### src/rtl/tss_pkg.sv
package tss_pkg;

    typedef enum logic [1:0] {
        ST_IDLE   = 2'd0,
        ST_SHIFT  = 2'd1,
        ST_COMMIT = 2'd2,
        ST_FAULT  = 2'd3
    } link_state_t;

    localparam int DEFAULT_BITS = 8;

endpackage

### src/rtl/tss_sync.sv
module tss_sync #(
    parameter int              STAGES = 2,
    parameter int              WIDTH  = 3,
    parameter logic [WIDTH-1:0] INIT  = '0
) (
    input  logic             clk,
    input  logic             rst_n,
    input  logic [WIDTH-1:0] din,
    output logic [WIDTH-1:0] dout
);
    logic [WIDTH-1:0] pipe [STAGES];

    generate
        if (STAGES == 1) begin : g_single
            always_ff @(posedge clk) begin
                if (!rst_n) pipe[0] <= INIT;
                else        pipe[0] <= din;
            end
        end else begin : g_chain
            always_ff @(posedge clk) begin
                if (!rst_n) begin
                    for (int i = 0; i < STAGES; i++) pipe[i] <= INIT;
                end else begin
                    pipe[0] <= din;
                    for (int i = 1; i < STAGES; i++) pipe[i] <= pipe[i-1];
                end
            end
        end
    endgenerate

    assign dout = pipe[STAGES-1];
endmodule

### src/rtl/tss_status_fmt.sv
module tss_status_fmt #(
    parameter int BITS = 8
) (
    input  logic            touch_det,
    input  logic            wheel_type,
    input  logic [BITS-2:0] touch_pos,
    output logic [BITS-1:0] status
);
    localparam int PAD = BITS - 2;

    always_comb begin
        if (touch_det) status = {1'b1, touch_pos};
        else           status = {1'b0, wheel_type, {PAD{1'b0}}};
    end
endmodule

### src/rtl/tss_shifter.sv
module tss_shifter #(
    parameter int BITS = 8,
    localparam int CW  = $clog2(BITS + 1)
) (
    input  logic            clk,
    input  logic            rst_n,
    input  logic            load,
    input  logic [BITS-1:0] load_val,
    input  logic            shift_en,
    input  logic            out_en,
    input  logic            mosi_bit,
    output logic [BITS-1:0] shreg,
    output logic            miso,
    output logic [CW-1:0]   cnt,
    output logic            over
);
    always_ff @(posedge clk) begin
        if (!rst_n) begin
            shreg <= '0;
            cnt   <= '0;
            over  <= 1'b0;
        end else if (load) begin
            shreg <= load_val;
            cnt   <= '0;
            over  <= 1'b0;
        end else if (shift_en) begin
            shreg <= {shreg[BITS-2:0], mosi_bit};
            if (cnt == CW'(BITS)) over <= 1'b1;
            else                  cnt  <= cnt + 1'b1;
        end
    end

    always_ff @(posedge clk) begin
        if (!rst_n)      miso <= 1'b0;
        else if (load)   miso <= load_val[BITS-1];
        else if (out_en) miso <= shreg[BITS-1];
    end
endmodule

### src/rtl/touch_spi_slave.sv
module touch_spi_slave
    import tss_pkg::*;
#(
    parameter int BITS        = DEFAULT_BITS,
    parameter int SYNC_STAGES = 2,
    localparam int CW         = $clog2(BITS + 1)
) (
    input  logic            clk,
    input  logic            rst_n,
    input  logic            sck,
    input  logic            ss_n,
    input  logic            mosi,
    input  logic            data_rdy,
    input  logic            touch_det,
    input  logic            wheel_type,
    input  logic [BITS-2:0] touch_pos,
    output logic            miso,
    output logic [BITS-1:0] cmd_byte,
    output logic            frame_done,
    output logic            frame_err,
    output logic            cmd_is_null
);
    logic [2:0]      pins_s;
    logic            ss_s, sck_s, mosi_s;
    logic            ss_d, sck_d;
    logic            ss_fall, ss_rise, sck_rise, sck_fall;
    logic            load, shift_en, out_en, miso_evt, frame_ok, take_cmd;
    logic [BITS-1:0] status, shreg, cmd_q;
    logic [CW-1:0]   cnt;
    logic            over, null_q;
    link_state_t     state_q, state_d;

    tss_sync #(.STAGES(SYNC_STAGES), .WIDTH(3), .INIT(3'b100)) u_sync (
        .clk  (clk),
        .rst_n(rst_n),
        .din  ({ss_n, sck, mosi}),
        .dout (pins_s)
    );

    assign ss_s   = pins_s[2];
    assign sck_s  = pins_s[1];
    assign mosi_s = pins_s[0];

    always_ff @(posedge clk) begin
        if (!rst_n) begin
            ss_d  <= 1'b1;
            sck_d <= 1'b0;
        end else begin
            ss_d  <= ss_s;
            sck_d <= sck_s;
        end
    end

    assign ss_fall  = ss_d & ~ss_s;
    assign ss_rise  = ~ss_d & ss_s;
    assign sck_rise = ~sck_d & sck_s;
    assign sck_fall = sck_d & ~sck_s;

    tss_status_fmt #(.BITS(BITS)) u_fmt (
        .touch_det (touch_det),
        .wheel_type(wheel_type),
        .touch_pos (touch_pos),
        .status    (status)
    );

    assign load     = (state_q == ST_IDLE) && ss_fall;
    assign shift_en = (state_q == ST_SHIFT) && sck_rise && data_rdy;
    assign out_en   = (state_q == ST_SHIFT) && sck_fall && data_rdy;
    assign miso_evt = load | out_en;

    tss_shifter #(.BITS(BITS)) u_shift (
        .clk     (clk),
        .rst_n   (rst_n),
        .load    (load),
        .load_val(status),
        .shift_en(shift_en),
        .out_en  (out_en),
        .mosi_bit(mosi_s),
        .shreg   (shreg),
        .miso    (miso),
        .cnt     (cnt),
        .over    (over)
    );

    assign frame_ok = (cnt == CW'(BITS)) && !over;
    assign take_cmd = (state_q == ST_SHIFT) && ss_rise && frame_ok;

    // State register
    always_ff @(posedge clk) begin
        if (!rst_n) state_q <= ST_IDLE;
        else        state_q <= state_d;
    end

    // Next-state logic
    always_comb begin
        state_d = state_q;
        unique case (state_q)
            ST_IDLE:   if (ss_fall) state_d = ST_SHIFT;
            ST_SHIFT:  if (ss_rise) state_d = frame_ok ? ST_COMMIT : ST_FAULT;
            ST_COMMIT: state_d = ST_IDLE;
            ST_FAULT:  state_d = ST_IDLE;
            default:   state_d = ST_IDLE;
        endcase
    end

    // Command latch
    always_ff @(posedge clk) begin
        if (!rst_n) begin
            cmd_q  <= '0;
            null_q <= 1'b0;
        end else if (take_cmd) begin
            cmd_q  <= shreg;
            null_q <= (shreg == '0);
        end
    end

    // Outputs
    always_comb begin
        frame_done  = 1'b0;
        frame_err   = 1'b0;
        cmd_is_null = 1'b0;
        unique case (state_q)
            ST_COMMIT: begin
                frame_done  = 1'b1;
                cmd_is_null = null_q;
            end
            ST_FAULT: frame_err = 1'b1;
            default: ;
        endcase
    end

    assign cmd_byte = cmd_q;
endmodule

### config.mk
export PLATFORM = sky130hd
export DESIGN_NAME = touch_spi_slave
export DESIGN_NICKNAME = d
export VERILOG_FILES = /design/src/rtl/tss_pkg.sv /design/src/rtl/tss_sync.sv /design/src/rtl/tss_status_fmt.sv /design/src/rtl/tss_shifter.sv /design/src/rtl/touch_spi_slave.sv
export SDC_FILE = /design/constraint.sdc
export NUM_CORES = 1
export LEC_CHECK = 0
export BUFFER_PORTS_ARGS = -buffer_cell sky130_fd_sc_hd__buf_2
export CAP_MARGIN = 20
export CORE_UTILIZATION = 54
export CTS_CLUSTER_DIAMETER = 200
export CTS_CLUSTER_SIZE = 25
export DETAILED_ROUTE_END_ITERATION = 8
export GPL_ROUTABILITY_DRIVEN = 0
export PLACE_DENSITY_LB_ADDON = 0.15
export SYNTH_ARGS = -nofsm -noshare
export SYNTH_HDL_FRONTEND = slang
export SYNTH_SLANG_ARGS = --single-unit
### constraint.sdc
create_clock -name clk -period 1.8 [get_ports clk]
set_input_delay 0.09 -clock clk [delete_from_list [all_inputs] [get_ports clk]]
set_output_delay 0.09 -clock clk [all_outputs]
set_load 0.05 [all_outputs]
==> run summary, run 1 <==
largest net degree at the start of global routing -> 20
Seq pwr share -> 60.2%
Tmin final -> 1.66 ns
Leak -> 0.694 nW
post-synthesis register bit count -> 33
DIE AREA -> 0.00301 mm²
Post-Place Setup Slack -> 0.0814 ns
H-tree depth -> 2
Avg Vias per Cell -> 5.88
Fin Clk Skew -> 0.00651 ns
worst hold path class -> input port to flop
DR WL/cell -> 14.4 µm
Logic pwr share -> 8.9%
GRT overflow -> 0
TritonCTS Buffers -> 5
CP max stage delay -> 0.44 ns
Internal -> 0.951 mW
Critical-path top delay cell -> or2_0
Final Slew Violations -> 0
final-report setup violation count -> 0
fin area -> 0.00175 mm²
initial antenna violation count -> 0
critical-path cell list -> buf_4 -> nand3b_4 -> or2_0 -> a221oi_1
Syn-to-layout area delta -> 15.5%
Final Net Count -> 209
Vias -> 1311
Fin Setup TNS -> 0 ns
crit path to -> u_shift.shreg[3]$_SDFFE_PN0P_
most frequent cells in the layout -> 33 x dfxtp_1, 26 x buf_2, 19 x nand3_1, 10 x nor2_1, 10 x o21ai_0
largest cells by area after synthesis -> dfxtp_1 44%, nand3_1 6.3%, o21ai_0 3.3%
Die W -> 54.9 µm
area share of the largest cell type after synthesis -> 43.7%
R2R cell count -> 4
reg-to-reg setup timing slack -> 0.14 ns
CP Capture Type -> flop
Final period util -> 92.1%
# diodes -> 0
Post-Syn Area per Cell -> 9.33 µm²
Worst setup SP type -> flop
Arr. time, crit path -> 1.89 ns
drt pass-1 iters -> 4
register area share after synthesis -> 43.7%
top cell type by total area after synthesis -> dfxtp_1
synth warn -> 0
Critical Path RT -> 2.04 ns
Rows -> 18
number of I/O pins -> 27
layout cells sized above 1 -> 24.9%
Final HPWL DP -> 2.25 mm
Clk Tree Root Cell -> clkbuf_4
Slew @ Worst Pin -> 0.467 ns
status -> finished, final reports clean
total length of routed wires -> 3.21 mm
hold_sp -> touch_pos[5]
postcts setup bufs -> 0
Synth Instances -> 162
Max clock buf depth -> 2
area of placed instances -> 0.00166 mm²
max frequency -> 0.603 GHz
Max Fanout on Critical Path -> 17
Reg clk slew, reported paths -> 0.10 ns
Reg-to-Reg Start -> state_q[1]$_SDFFE_PN0P_
CTS tree -> done
synth unique cells -> 39
sw frac -> 25.6%
Core Box Area -> 0.00257 mm²
number of global-route vias before repair -> 1065
MaxCap Viol Count -> 0
Switching Power -> 0.327 mW
RSZ-0062 raised after global routing -> false
Crit Path Class -> flop to flop
port bufs -> 26
Iter 0 DRT Violations -> 33
most common cell after layout, fill and taps aside -> dfxtp_1
Setup crit start -> state_q[1]$_SDFFE_PN0P_
first-pass GRT wire length -> 5.01 mm
Detail Route Antenna Nets -> 0
mapped cell area -> 0.00151 mm²
DRC viols -> 0
Rel. slew slack -> 68.8%
R2R Path End -> u_shift.shreg[3]$_SDFFE_PN0P_
Clock Power Share -> 30.9%
Die Span Y -> 54.9 µm
insertion delay to the later sink of the worst-skew pair -> 0.33 ns
GRT Util Overall -> 24.1%
VDD IR max -> 0.696 mV
Final WS setup -> 0.142 ns
Num Clock Sinks -> 33
syn_nets -> 179
Starting Density -> 58.9%
final hold viol count -> 0
pwr dens -> 732 mW/mm²
[stage by stage]
stage          util [%]  total power [mW]  instances  hold slack, ns
6_report           68.0              1.28        223          0.0179
3_3_place_gp       64.7             0.889        212           0.270
2_1_floorplan         -             0.854        162           0.163
4_1_cts            67.8              1.29        223         0.00804
3_5_place_dp       64.7             0.894        212           0.283
5_1_grt            68.0              1.33        223         0.00322
[sequential cells by signal, indices dropped and copies added (netlist names)]
signal,flops
sck_d,1
u_shift.shreg,8
u_sync.pipe,6
state_q,2
ss_d,1
cmd_byte,8
u_shift.cnt,4
u_shift.miso,1
null_q,1
u_shift.over,1
[layer usage]
metal | global-route usage, % | vias up | wire length, µm
met5 | 0 | - | 0
met4 | 8.33 | 0 | 42
met3 | 8.47 | 6 | 146
met2 | 38.2 | 37 | 1560
met1 | 30.2 | 614 | 1460
li1 | - | 654 | -
[cell families (layout without fill, tap and decap cells)]
| family | count (synthesis) | count (layout) | synth area share (%) |
|---|---|---|---|
| DFF | 33 | 33 | 43.7 |
| and+or+nand+nor | 68 | 68 | 29.0 |
| adders and majority gates | 2 | 2 | 1.66 |
| AOI/OAI and AO/OA | 39 | 39 | 17.8 |
| buffers and inverters | 17 | 48 | 5.88 |
| muxes | 3 | 3 | 1.99 |
[power by group through the flow]
stage	Clock (mW)	Combinational [mW]	Sequential, mW
global route	0.436	0.126	0.773
CTS	0.411	0.113	0.769
finish	0.394	0.114	0.770
floorplan	0	0.0717	0.783
detailed placement	0	0.108	0.786
global placement	0	0.105	0.784
[cell type report]
cell class	count	area, µm²
inverter	4	15.0
tap	30	37.5
timing repair buffer	36	213
sequential	33	661
fill	214	822
multi-input combinational	112	768
clock inverter	2	10.0
clock buffer	6	41.3
[repair_timing]
action / 4_1_cts / 5_1_grt
hold buffers: 3 / 0
hold endpoints to repair: 3 / 0
resized for setup: 0 / 1
setup endpoints to repair: 0 / 3
[worst max-delay path, delay by kind of cell (launching register included)]
kind / cells / cell delay, ns
AO/OA/AOI/OAI: 1 / 0.34
flip-flops: 1 / 0.36
AND/OR/NAND/NOR: 2 / 0.70
buffers and inverters: 1 / 0.17
[worst min-delay path by stage]
stage	cells after the start	to	slack, ns
floorplan	1	u_sync.pipe[0][2]$_SDFF_PN1_	0.16
global placement	2	u_sync.pipe[0][2]$_SDFF_PN1_	0.27
detailed placement	2	u_sync.pipe[0][2]$_SDFF_PN1_	0.28
CTS	3	u_shift.shreg[5]$_SDFFE_PN0P_	0.008
global route	3	u_shift.shreg[4]$_SDFFE_PN0P_	0.003
finish	3	u_shift.shreg[5]$_SDFFE_PN0P_	0.02
[synth_stat cells, drive strengths merged]
master / instances
nor2: 10
a221oi: 5
o31ai: 6
nor3: 4
a2111oi: 1
or3b: 1
and3: 1
nand3: 19
nor4bb: 2
o221a: 1
and2: 7
ha: 2
or4b: 1
o21ai: 11
inv: 4
nand3b: 1
nand2b: 4
or4: 2
buf: 5
nor2b: 3
nor4: 3
mux2i: 3
dfxtp: 33
o31a: 1
o211a: 1
clkbuf: 8
nand4: 1
nor4b: 2
a211oi: 4
a21oi: 9
nand4bb: 2
and3b: 1
or2: 1
nor3b: 3
Power figures use the tool's default switching activity.
==> inputs of run 2 (changes only) <==
SETUP_SLACK_MARGIN = 0.5   (was default)
==> run 2 against run 1 <==
  * Global-route usage grew 6.6 points
  * Final cell count up 7.2%
  * Sequential cell count did not move
  * Clock power decreased by 5.3%
  * Worst setup slack gained 0.17 ns
  * Highest routed layer unchanged
  * Combinational power is 39% higher
  * Via count increased by 11%
  * Critical path depth did not move
  * Clock skew is 0.0035 ns higher
  * Non-clock buffer count rose by 18
  * Sequential share of layout area is 5.2 points lower
==> run summary, run 2 (synthesized netlist as in run 1, its figures left out) <==
Leak -> 0.810 nW
GRT Util Overall -> 30.7%
Iter 0 DRT Violations -> 25
Tot Pwr -> 1.30 mW
gr busiest metal -> met2
final-report setup violation count -> 0
final hold viol count -> 0
Critical Path RT -> 2.01 ns
sw frac -> 26.2%
Num Clock Sinks -> 33
Clk Tree Root Cell -> clkbuf_4
Final Net Count -> 227
Max clock buf depth -> 2
Starting Density -> 58.9%
met3 usage -> 7.38%
H-tree depth -> 2
Worst setup SP type -> flop
Final period util -> 82.5%
Tmin final -> 1.48 ns
Rel. slew slack -> 66.2%
Slew @ Worst Pin -> 0.506 ns
Max Fanout on Critical Path -> 7
Storage cell area -> 673 µm²
first-pass GRT wire length -> 6.40 mm
DIE AREA -> 0.00301 mm²
most frequent cells in the layout -> 25 x dfxtp_1, 24 x buf_2, 21 x buf_4, 19 x nand3_1, 10 x nor2_1
Avg Vias per Cell -> 6.09
Final HPWL DP -> 2.26 mm
Rows -> 18
Logic pwr share -> 12.2%
max frequency -> 0.674 GHz
most common cell after layout, fill and taps aside -> dfxtp_1
Crit Path Class -> flop to flop
number of I/O pins -> 27
Die Span Y -> 54.9 µm
insertion delay to the later sink of the worst-skew pair -> 0.32 ns
# diodes -> 0
CTS tree -> done
Clock Power Share -> 28.7%
Arr. time, crit path -> 1.69 ns
Vias -> 1456
initial antenna violation count -> 0
DR WL/cell -> 16.9 µm
TritonCTS Buffers -> 5
M1 GR Usage -> 32.9%
port bufs -> 26
CP Capture Type -> flop
largest net degree at the start of global routing -> 19
RSZ-0062 raised after global routing -> true
drt pass-1 iters -> 4
DRC viols -> 0
Syn-to-layout area delta -> 36.5%
layout cells sized above 1 -> 43.5%
Die W -> 54.9 µm
Detail Route Antenna Nets -> 0
MaxCap Viol Count -> 0
Fin Clk Skew -> 0.00997 ns
Final Slew Violations -> 0
status -> finished, final reports clean
total length of routed wires -> 4.05 mm
worst hold path class -> input port to flop
Fin Setup TNS -> 0 ns
pwr dens -> 631 mW/mm²
multi-input logic area -> 907 µm²
Internal -> 0.961 mW
Seq pwr share -> 59.2%
GRT overflow -> 0
Switching Power -> 0.341 mW
met2 GRT Util -> 56.6%
number of global-route vias before repair -> 1408
Core Box Area -> 0.00257 mm²
Fill cells -> 166
Reg clk slew, reported paths -> 0.10 ns
VDD IR max -> 0.528 mV
## run 2: changes by cell type in the layout (fill, tap and decap cells not counted), moves of 4 or more
cell	before	now
dfxtp_1	33	25
buf_6	0	4
buf_4	7	21
dfxtp_2	0	7
## run 2: layer usage
metal / wire length (µm) / up-vias / share of wire (%)
li1: - / 692 / -
met1: 1690 / 701 / 42
met2: 2090 / 51 / 52
met3: 183 / 12 / 4.5
met4: 87 / 0 / 2.1
met5: 0 / - / 0
## run 2: worst paths after layout
path	to	slack [ns]	cells past startpoint	from
min reg2reg	u_sync.pipe[0][5]$_SDFF_PN1_	0.41	1	u_sync.pipe[0][2]$_SDFF_PN1_
max	u_shift.shreg[2]$_SDFFE_PN0P_	0.32	4	state_q[1]$_SDFFE_PN0P_
max reg2reg	u_shift.shreg[2]$_SDFFE_PN0P_	0.32	4	state_q[1]$_SDFFE_PN0P_
min	u_shift.shreg[1]$_SDFFE_PN0P_	0.03	3	touch_pos[1]
## run 2: timing repair
action	CTS	global route
setup buffers	11	5
pin swaps	13	3
endpoints found under the setup margin	26	26
gates resized for setup	37	13
gates cloned	1	0
hold endpoints to repair	3	0
hold buffers	3	0
## run 2: cell type report
type	instances	share of cell area [%]
well taps	30	1.82
flip-flops and latches	33	32.6
repair buffers	54	18.8
multi-input cells	112	44.0
inverters	4	0.728
clock buffers	5	1.82
clock inverters	1	0.243
## run 2: through the flow
step           utilization (%)  cell area, µm²  hold slack, ns  std cells  setup slack [ns]
6_report                  80.4            2060          0.0321        239             0.316
5_1_grt                   80.4            2060          0.0375        239             0.240
4_1_cts                   77.5            1990          0.0295        234             0.350
3_5_place_dp              65.0            1670           0.275        213            0.0757
3_3_place_gp              65.0            1670           0.269        213             0.161
2_1_floorplan                -            1520           0.163        162             0.317
## run 2: power groups by stage
stage	clock [mW]	combinational (mW)	sequential (mW)
2_1_floorplan	0	0.0717	0.783
3_3_place_gp	0	0.106	0.784
3_5_place_dp	0	0.109	0.785
4_1_cts	0.377	0.145	0.768
5_1_grt	0.409	0.169	0.773
6_report	0.373	0.159	0.770
## run 2: critical path, cell delays in order, from the launching register on
cell	delay, ns
dfxtp_2	0.35
or4b_4	0.63
buf_12	0.18
o31ai_1	0.07
a221oi_1	0.13
